File: src/rtl/wtl_pkg.sv
package wtl_pkg;
  typedef enum logic [1:0] {
    BUS_IDLE  = 2'd0,
    BUS_READ  = 2'd1,
    BUS_WRITE = 2'd2
  } bus_cmd_e;

  typedef enum logic {
    LINE_INV = 1'b0,
    LINE_VAL = 1'b1
  } line_state_e;
endpackage

File: src/rtl/wtl_line_array.sv
module wtl_line_array #(
  parameter int IDX_W = 3,
  parameter int TAG_W = 11,
  localparam int LINES = 1 << IDX_W
) (
  input  logic                        clk_i,
  input  logic                        rst_ni,
  input  logic                        fill_en_i,
  input  logic [IDX_W-1:0]            fill_idx_i,
  input  logic [TAG_W-1:0]            fill_tag_i,
  input  logic                        inv_en_i,
  input  logic [IDX_W-1:0]            inv_idx_i,
  output logic [LINES-1:0]            valid_o,
  output logic [LINES-1:0][TAG_W-1:0] tag_o
);
  import wtl_pkg::*;

  for (genvar g = 0; g < LINES; g++) begin : g_line
    line_state_e       state_q;
    logic [TAG_W-1:0]  tag_q;
    logic              fill_hit, inv_hit;

    assign fill_hit = fill_en_i && (fill_idx_i == IDX_W'(g));
    assign inv_hit  = inv_en_i  && (inv_idx_i  == IDX_W'(g));

    // a local fill wins over a same-cycle snoop invalidate
    always_ff @(posedge clk_i or negedge rst_ni) begin
      if (!rst_ni) begin
        state_q <= LINE_INV;
        tag_q   <= '0;
      end else if (fill_hit) begin
        state_q <= LINE_VAL;
        tag_q   <= fill_tag_i;
      end else if (inv_hit) begin
        state_q <= LINE_INV;
      end
    end

    assign valid_o[g] = (state_q == LINE_VAL);
    assign tag_o[g]   = tag_q;
  end
endmodule

File: src/rtl/wtl_proc_ctrl.sv
module wtl_proc_ctrl (
  input  logic               req_i,
  input  logic               we_i,
  input  logic               hit_i,
  input  logic               gnt_i,
  output logic               bus_req_o,
  output wtl_pkg::bus_cmd_e  bus_cmd_o,
  output logic               done_o,
  output logic               fill_en_o
);
  import wtl_pkg::*;

  always_comb begin
    bus_req_o = 1'b0;
    bus_cmd_o = BUS_IDLE;
    done_o    = 1'b0;
    fill_en_o = 1'b0;
    if (req_i) begin
      if (we_i) begin
        // write-through, never allocates
        bus_req_o = 1'b1;
        bus_cmd_o = BUS_WRITE;
        done_o    = gnt_i;
      end else if (hit_i) begin
        done_o    = 1'b1;
      end else begin
        bus_req_o = 1'b1;
        bus_cmd_o = BUS_READ;
        done_o    = gnt_i;
        fill_en_o = gnt_i;
      end
    end
  end
endmodule

File: src/rtl/wtl_snoop_match.sv
module wtl_snoop_match #(
  parameter int IDX_W = 3,
  parameter int TAG_W = 11,
  parameter int ID_W  = 2,
  parameter logic [ID_W-1:0] SELF_ID = '0,
  localparam int LINES = 1 << IDX_W
) (
  input  logic                        snoop_valid_i,
  input  logic [1:0]                  snoop_cmd_i,
  input  logic [ID_W-1:0]             snoop_id_i,
  input  logic [IDX_W-1:0]            snoop_idx_i,
  input  logic [TAG_W-1:0]            snoop_tag_i,
  input  logic [LINES-1:0]            valid_i,
  input  logic [LINES-1:0][TAG_W-1:0] tag_i,
  output logic                        inv_en_o,
  output logic [IDX_W-1:0]            inv_idx_o
);
  import wtl_pkg::*;

  logic foreign_wr;
  assign foreign_wr = snoop_valid_i && (snoop_cmd_i == BUS_WRITE) && (snoop_id_i != SELF_ID);
  assign inv_en_o   = foreign_wr && valid_i[snoop_idx_i] && (tag_i[snoop_idx_i] == snoop_tag_i);
  assign inv_idx_o  = snoop_idx_i;
endmodule

File: src/rtl/wt_snoop_line_ctrl.sv
module wt_snoop_line_ctrl #(
  parameter int ADDR_W = 16,
  parameter int OFF_W  = 2,
  parameter int IDX_W  = 3,
  parameter int ID_W   = 2,
  parameter logic [ID_W-1:0] SELF_ID = 2'd1,
  localparam int TAG_W = ADDR_W - IDX_W - OFF_W,
  localparam int LINES = 1 << IDX_W
) (
  input  logic              clk_i,
  input  logic              rst_ni,
  input  logic              cpu_req_i,
  input  logic              cpu_we_i,
  input  logic [ADDR_W-1:0] cpu_addr_i,
  output logic              cpu_done_o,
  output logic              cpu_hit_o,
  output logic              bus_req_o,
  output logic [1:0]        bus_cmd_o,
  output logic [ADDR_W-1:0] bus_addr_o,
  input  logic              bus_gnt_i,
  input  logic              snoop_valid_i,
  input  logic [1:0]        snoop_cmd_i,
  input  logic [ID_W-1:0]   snoop_id_i,
  input  logic [ADDR_W-1:0] snoop_addr_i,
  output logic [LINES-1:0]  line_valid_o
);
  import wtl_pkg::*;

  logic [IDX_W-1:0]            cpu_idx, snp_idx, inv_idx;
  logic [TAG_W-1:0]            cpu_tag, snp_tag;
  logic [LINES-1:0]            valid;
  logic [LINES-1:0][TAG_W-1:0] tags;
  logic                        lookup_hit, fill_en, inv_en;
  bus_cmd_e                    cmd;

  assign cpu_idx = cpu_addr_i[OFF_W +: IDX_W];
  assign cpu_tag = cpu_addr_i[ADDR_W-1 -: TAG_W];
  assign snp_idx = snoop_addr_i[OFF_W +: IDX_W];
  assign snp_tag = snoop_addr_i[ADDR_W-1 -: TAG_W];

  assign lookup_hit = valid[cpu_idx] && (tags[cpu_idx] == cpu_tag);

  wtl_line_array #(.IDX_W(IDX_W), .TAG_W(TAG_W)) i_array (
    .clk_i      (clk_i),
    .rst_ni     (rst_ni),
    .fill_en_i  (fill_en),
    .fill_idx_i (cpu_idx),
    .fill_tag_i (cpu_tag),
    .inv_en_i   (inv_en),
    .inv_idx_i  (inv_idx),
    .valid_o    (valid),
    .tag_o      (tags)
  );

  wtl_proc_ctrl i_proc (
    .req_i     (cpu_req_i),
    .we_i      (cpu_we_i),
    .hit_i     (lookup_hit),
    .gnt_i     (bus_gnt_i),
    .bus_req_o (bus_req_o),
    .bus_cmd_o (cmd),
    .done_o    (cpu_done_o),
    .fill_en_o (fill_en)
  );

  wtl_snoop_match #(
    .IDX_W(IDX_W), .TAG_W(TAG_W), .ID_W(ID_W), .SELF_ID(SELF_ID)
  ) i_snoop (
    .snoop_valid_i (snoop_valid_i),
    .snoop_cmd_i   (snoop_cmd_i),
    .snoop_id_i    (snoop_id_i),
    .snoop_idx_i   (snp_idx),
    .snoop_tag_i   (snp_tag),
    .valid_i       (valid),
    .tag_i         (tags),
    .inv_en_o      (inv_en),
    .inv_idx_o     (inv_idx)
  );

  assign bus_cmd_o    = cmd;
  assign bus_addr_o   = cpu_addr_i;
  assign cpu_hit_o    = cpu_req_i && lookup_hit;
  assign line_valid_o = valid;
endmodule

File: config.mk
export PLATFORM = sky130hd
export DESIGN_NAME = wt_snoop_line_ctrl
export DESIGN_NICKNAME = d
export VERILOG_FILES = /design/src/rtl/wtl_pkg.sv /design/src/rtl/wtl_line_array.sv /design/src/rtl/wtl_proc_ctrl.sv /design/src/rtl/wtl_snoop_match.sv /design/src/rtl/wt_snoop_line_ctrl.sv
export SDC_FILE = /design/constraint.sdc
export NUM_CORES = 1
export LEC_CHECK = 0
export ABC_AREA = 1
export CAP_MARGIN = 20
export CORE_MARGIN = 5
export CORE_UTILIZATION = 25
export DETAILED_ROUTE_END_ITERATION = 8
export GPL_TIMING_DRIVEN = 0
export PLACE_DENSITY_LB_ADDON = 0.12
export SYNTH_ARGS = -nofsm -noshare
export SYNTH_HDL_FRONTEND = slang
export SYNTH_HIERARCHICAL = 1
export SYNTH_SLANG_ARGS = --single-unit
File: constraint.sdc
create_clock -name clk_i -period 2.05 [get_ports clk_i]
set_input_delay 0.3075 -clock clk_i [delete_from_list [all_inputs] [get_ports clk_i]]
set_output_delay 0.3075 -clock clk_i [all_outputs]
set_load 0.1 [all_outputs]
== Yosys cells after proc, flatten, opt, wreduce, memory -nomap -nowiden ==
Index checks and enable logic that the tools add are counted.
Word-level totals
  input bits: 42
  memories kept: 0
  bits in read-only memories: 0
  memory bits (writable): 0
  bits in registers: 96
  bits in latches: 0
  word-level logic and storage cells: 104
Cells by class
  equality and inequality tests: 18
  bitwise gates (word level): 0
  add/sub/neg operators: 0
  multiplexer cells: 36
  multiply operators: 0
  order comparisons: 2
  reduce and logical (&&, ||, !) cells: 32
  shift-type cells: 0
  div/mod/pow operators: 0
Operators with widths (count)
  $bmux W11 S3: 2
  $mux W1: 28
  $eq A3 B3 Y1 const B: 8
  $eq A11 B11 Y1: 2
  $logic_and A1 B1 Y1: 22
  $mux W11: 2
  $reduce_bool A2 Y1: 8
  $eq A3 B2 Y1 const B: 4
  $lt A3 B4 Y1 const B: 2
  $bmux W1 S3: 2
  $eq A3 B1 Y1 const B: 2
  $logic_not A3 Y1: 2
  $mux W2: 2
  $eq A2 B2 Y1 const B: 1
  $ne A2 B1 Y1 const B: 1

== Longest topological paths before layout ==
  depth in word-level cells: 9
  gate-level depth with buffers: 23
  depth with buffers taken out: 21

== Modules after synthesis ==
Netlist, hierarchy kept.
By module, submodules not included
  wtl_line_array: cells each 460, area an instance 3960.0 um2, instances 1, sequential area each 2402.3 um2
  wt_snoop_line_ctrl: cells each 320, area an instance 1421.4 um2, instances 1, sequential area each 0.0 um2
  wtl_snoop_match: cells each 311, area an instance 1393.8 um2, instances 1, sequential area each 0.0 um2
  wtl_proc_ctrl: cells each 12, area an instance 50.0 um2, instances 1, sequential area each 0.0 um2

== Worst setup path before layout ==
OpenSTA, ideal clock, no wires.
  kind: input port to output port
  start point: input cpu_addr_i[3]
  end point: output cpu_done_o
  slack: -1.132 ns
  arrival time: 2.875 ns
  stages on the path: 15
  data required time: 1.742 ns
  cell sequence: buf_2 -> inv_2 -> buf_2 -> o21ai_0 -> o21ai_1 -> nand2_1 -> nand2_1 -> nand2_1 -> nand2_1 -> nand2_1 -> nor2_1 -> nand2_1 -> inv_1 -> nand2_1 -> a21oi_1
Between the ends
  longest elaborated chain between the ends: 7
  elaborated cells on any way between the ends: 9
Ends and longest elaborated chain
  start: declaration: line wt_snoop_line_ctrl.sv:14  | input logic [ADDR_W-1:0] cpu_addr_i,
  $bmux W11 S3: line wt_snoop_line_ctrl.sv:41  | assign lookup_hit = valid[cpu_idx] && (tags[cpu_idx] == cpu_tag);
  $mux W11 (implied by the code): line wt_snoop_line_ctrl.sv:41
  $eq A11 B11 Y1: line wt_snoop_line_ctrl.sv:41
  $logic_and A1 B1 Y1 *: line wt_snoop_line_ctrl.sv:41
  net lookup_hit: line wt_snoop_line_ctrl.sv:33  | logic lookup_hit, fill_en, inv_en;
  $mux W1 *: line wtl_proc_ctrl.sv:24  | end else if (hit_i) begin
  $mux W1 *: line wtl_proc_ctrl.sv:19  | if (we_i) begin
  $mux W1 *: line wtl_proc_ctrl.sv:18  | if (req_i) begin
  end: declaration: line wt_snoop_line_ctrl.sv:15  | output logic cpu_done_o,
Mark *: on every way through the listed nets, which the timed path passes. The rest lies on a longest branch. The select of a mux whose other input is x is not followed.

== Worst setup path after layout ==
  start point: input cpu_addr_i[2]
  end point: register i_array.g_line[5].tag_q[3]
Between the ends
  longest elaborated chain between the ends: 8
  elaborated cells on any way between the ends: 11
Ends and longest elaborated chain
  $bmux W11 S3: line wt_snoop_line_ctrl.sv:41
  $mux W11 (implied by the code): line wt_snoop_line_ctrl.sv:41
  $eq A11 B11 Y1: line wt_snoop_line_ctrl.sv:41
  $logic_and A1 B1 Y1 *: line wt_snoop_line_ctrl.sv:41
  net lookup_hit: line wt_snoop_line_ctrl.sv:33
  $mux W1 *: line wtl_proc_ctrl.sv:24
  $mux W1 *: line wtl_proc_ctrl.sv:19
  $mux W1 *: line wtl_proc_ctrl.sv:18
  net fill_en: line wt_snoop_line_ctrl.sv:33
  $logic_and A1 B1 Y1 *: line wtl_line_array.sv:23  | assign fill_hit = fill_en_i && (fill_idx_i == IDX_W'(g));
  end signal: assignment: line wtl_line_array.sv:33  | tag_q <= fill_tag_i;
  end: declaration: line wtl_line_array.sv:20  | logic [TAG_W-1:0] tag_q;
Marks and branches as above.
A chain may end at the register's enable or synchronous reset.

==> flow_summary_export.csv <==
group,metric,value,unit
outcome,status,"finished, violations left",
outcome,violations,"negative setup slack",
synthesis,yosys.area.top_type,"dfrtp_1",
layout,syn_to_final_growth,49.33,%
global_routing,grt_use_met2,34.47,%
clock_tree,cts_made_buffers,9,
pwr,power_density,671.1,nW/µm²
hold_path,hp-class,"primary input to flip-flop",
worst_setup_path,path_max_fanout,10,
global_routing,grtUsageMet1,28.94,%
detailed_routing,vias,7595,
clock_tree,htree_levels,3,
layout,layout-drive-gt1-share,28.58,%
global_routing,grt.total_usage,21.95,%
sta,setup_slack,-511.7,ps
synthesis,synth-adder-area-share,0,%
global_routing,grt_overflow,0,
sta,fmax,390.4,MHz
synthesis,synth.cell_area,6825,µm²
synthesis,synth_top_family_by_area,"simple AND/OR/NAND/NOR gates",
global_routing,met3_usage,5.950,%
sta,skew,6.396,ps
die,initial_core_util,25.32,%
worst_setup_path,critPathArrivalTime,2860,ps
pwr,power,6840,µW
synthesis,yosysWarnings,6,
worst_setup_path,startpoint_type,"primary input",
detailed_routing,detail_route.vias_per_cell,4.819,
sta,worst_pin_slew,971.5,ps
clock_tree,ctsLongestPathBuffers,2,
worst_setup_path,path_cells,"buf_6 -> inv_4 -> buf_12 -> buf_8 -> nor2_1 -> o211ai_1 -> nand2_1 -> nand2_1 -> nand2_2 -> nand2_2 -> nor2_4 -> nand2_4 -> inv_4 -> nor2_4 -> nand2_4 -> nor2_4 -> buf_6 -> nand2_8 -> buf_12 -> nor2_4 -> buf_6 -> nand2_1 -> nand2_1",
synthesis,muxShareOfSynthArea,0,%
pwr,p_comb_share,36.8,%
synthesis,ys_seq_area_share,35.20,%
detailed_routing,drtIter0Drc,707,
worst_setup_path,crit_path_max_incr_delay,340,ps
sta,slew_headroom,35.03,%
worst_setup_path,cp_slowest_cell,"o211ai_1",
detailed_routing,drc,0,
synthesis,yosysUniqueCellTypes,22,
clock_tree,cts_sinks,96,
synthesis,ys.flop_type,"dfrtp_1",
synthesis,async_flop_share,100.0,%
detailed_routing,routed_wl,33.79,mm
sta,setup_viol,100,
placed_design,place_inst,1509,
detailed_routing,drt-pass1-iter-count,5,
global_routing,grt_max_degree,60,
sta,fin_setup_tns,-44190,ps
placed_design,gp_congestion,0.8996,
synthesis,synth_top_cell_area_share,35.20,%
synthesis,syn_nets,1145,
worst_setup_path,cp-end-kind,"flip-flop",
detailed_routing,drtAntennaViolNets,0,
pwr,peakVddDrop,0.3768,mV
layout,final_core_utilization,37.82,%
synthesis,postSynthAreaPerCell,6.188,µm²
die,rows,60,
layout,antenna_cells,0,
sta,rsz0062_at_grt,"true",
run,maxCapViolations,0,
pwr,clkPwrFrac,24.5,%
layout,finalNetCount,1272,
synthesis,synth-xor-area-share,0,%
clock_tree,path_clk_slew,70,ps
global_routing,grt_pass1_vias,7301,
detailed_routing,wl_per_cell,21.44,µm
synthesis,syn_inst,1103,
placed_design,port_buffers,64,
worst_setup_path,critical_path_required,2350,ps
global_routing,antenna_found_initial,0,
synthesis,yosys.area_share.simple,44.55,%
sta,fin_crit,2562,ps
die,core,26950,µm²
clock_tree,clock-root-buffer,"clkbuf_16",
sta,hold_violations,0,
synthesis,synth_area_leaders,"dfrtp_1, nand2_1, nand3_1",
worst_setup_path,cp.buffers_inverters,8,
layout,fillers,2834,
synthesis,synth_edf_count,0,
die,die_area,30710,µm²
synthesis,ys_seq_elements,96,
sta,post-route-period-util,125.0,%
placed_design,place_hpwl,20.89,mm
die,num_io_pins,71,
layout,final_cell_count_no_fill,1576,
synthesis,post-synth-top-count-cell,"nand2_1",
synthesis,synth_compound_area_share,3.226,%
sta,final_max_slew_viol_count,0,
pwr,p_int,4067,µW
synthesis,ys_top_cells_by_count,"nand2_1, nand3_1, inv_1, dfrtp_1, nor2_1",
global_routing,grt-busiest-layer,"met2",
pwr,p_sw,2773,µW
global_routing,grt_pass1_wl,49.11,mm
die,die_height,175.2,µm
pwr,p_leak,0.005120,µW
pwr,p_seq_share,38.7,%
clock_tree,clk-insertion-delay-late,360,ps
clock_tree,cts_tree,"yes",
sta,whs,295.2,ps
worst_setup_path,crit_family,"simple AND/OR/NAND/NOR gates",
pwr,swShare,40.54,%
worst_setup_path,worst-setup-path-type,"primary input to flip-flop",
die,die_x,175.2,µm
==> repair_timing <==
item | CTS | global route
hold buffers | 1 | 0
endpoints found under the setup margin | 123 | 103
buffers inserted | 31 | 6
gates cloned | 17 | 0
pin swaps | 46 | 23
gates resized for setup | 335 | 79
endpoints found under the hold margin | 37 | 0
==> layout make-up <==
cell class,count,area [µm²],share of cell area [%]
Inverter,131,528.0,5.180
Clock inverter,3,17.52,0.1719
Timing Repair Buffer,116,1493,14.65
Buffer,92,1027,10.08
Clock buffer,13,250.2,2.455
Tap cell,341,426.7,4.186
Sequential cell,96,2402,23.57
Multi-Input combinational cell,784,4048,39.71
==> cell families (layout without fill, tap and decap cells) <==
kind of cell / Yosys count / after routing
buffers and inverters: 223 / 355
AND/OR/NAND/NOR: 742 / 742
flip-flops: 96 / 96
AO/OA/AOI/OAI: 42 / 42
==> through the flow <==
step	area (µm²)	worst slack (ps)
after floorplan	7000	-223.3
after global placement	8068	-3499
after detailed placement	8093	-2673
after CTS	9902	-450.4
after global routing	10190	-665.0
final	10190	-511.7
==> layout by cell type (no fill, tap or decap), types with 3 or more instances in the layout <==
cell type and n:
buf_12 31, buf_16 13, buf_2 8, buf_4 48
buf_6 28, buf_8 12, clkbuf_1 3, clkbuf_16 9
clkbuf_2 9, clkdlybuf4s15_1 3, clkdlybuf4s15_2 13, clkdlybuf4s50_1 34
dfrtp_1 96, dlygate4sd2_1 6, inv_1 122, inv_2 3
nand2_1 369, nand2_2 88, nand2_4 29, nand2_8 9
nand3_1 120, nand3_2 24, nand3b_1 11, nor2_1 77
nor2_2 5, nor2_4 9, o211ai_1 3, o21ai_0 3
o21ai_1 32
==> worst register-to-register path: stages (launching register included) <==
cell and delay [ps]:
dfrtp_1 390, nor2_1 60, o211ai_1 340, nand2_1 100, nand2_1 90, nand2_2 60, nand2_2 70, nor2_4 60
nand2_4 90, inv_4 50, nor2_4 100, nand2_4 80, nor2_4 110, buf_6 130, nand2_8 70, buf_12 150
nor2_4 190, buf_6 210, nand2_1 60, nand2_1 60
==> metal layers <==
metal	vias up	routed length [µm]	part of all wire (%)
li1	3590	-	-
met1	3607	14760	44
met2	340	15030	44
met3	58	2879	8.5
met4	0	1124	3.3
met5	-	0	0
==> path summary, 6_finish.rpt <==
path,startpoint,to,slack [ps],depth (start not counted)
setup / recovery,cpu_addr_i[2],i_array/g_line[5].tag_q[3],-510,23
hold / removal,snoop_addr_i[3],i_array/g_line[5].state_q,300,5
setup reg to reg,i_array/g_line[7].tag_q[2],i_array/g_line[5].tag_q[3],-490,19
hold reg to reg,i_array/g_line[7].tag_q[3],i_array/g_line[7].tag_q[3],510,2
max in group asynchronous,rst_ni,i_array/g_line[1].tag_q[0],870,3
min in group asynchronous,rst_ni,i_array/g_line[5].state_q,480,2
==> sequential cells by signal (all words and copies together), names as in the netlist <==
signal                  cells
i_array/g_line.tag_q       88
i_array/g_line.state_q      8
==> power by group through the flow <==
stage	Sequential [µW]	Combinational (µW)	Clock, µW
after floorplan	2500	1590	0
after global routing	2690	2750	1780
final	2650	2520	1680
after CTS	2610	2410	1710
after detailed placement	2610	2170	0
after global placement	2610	2150	0
No activity file was read; power rests on OpenSTA's default activity.
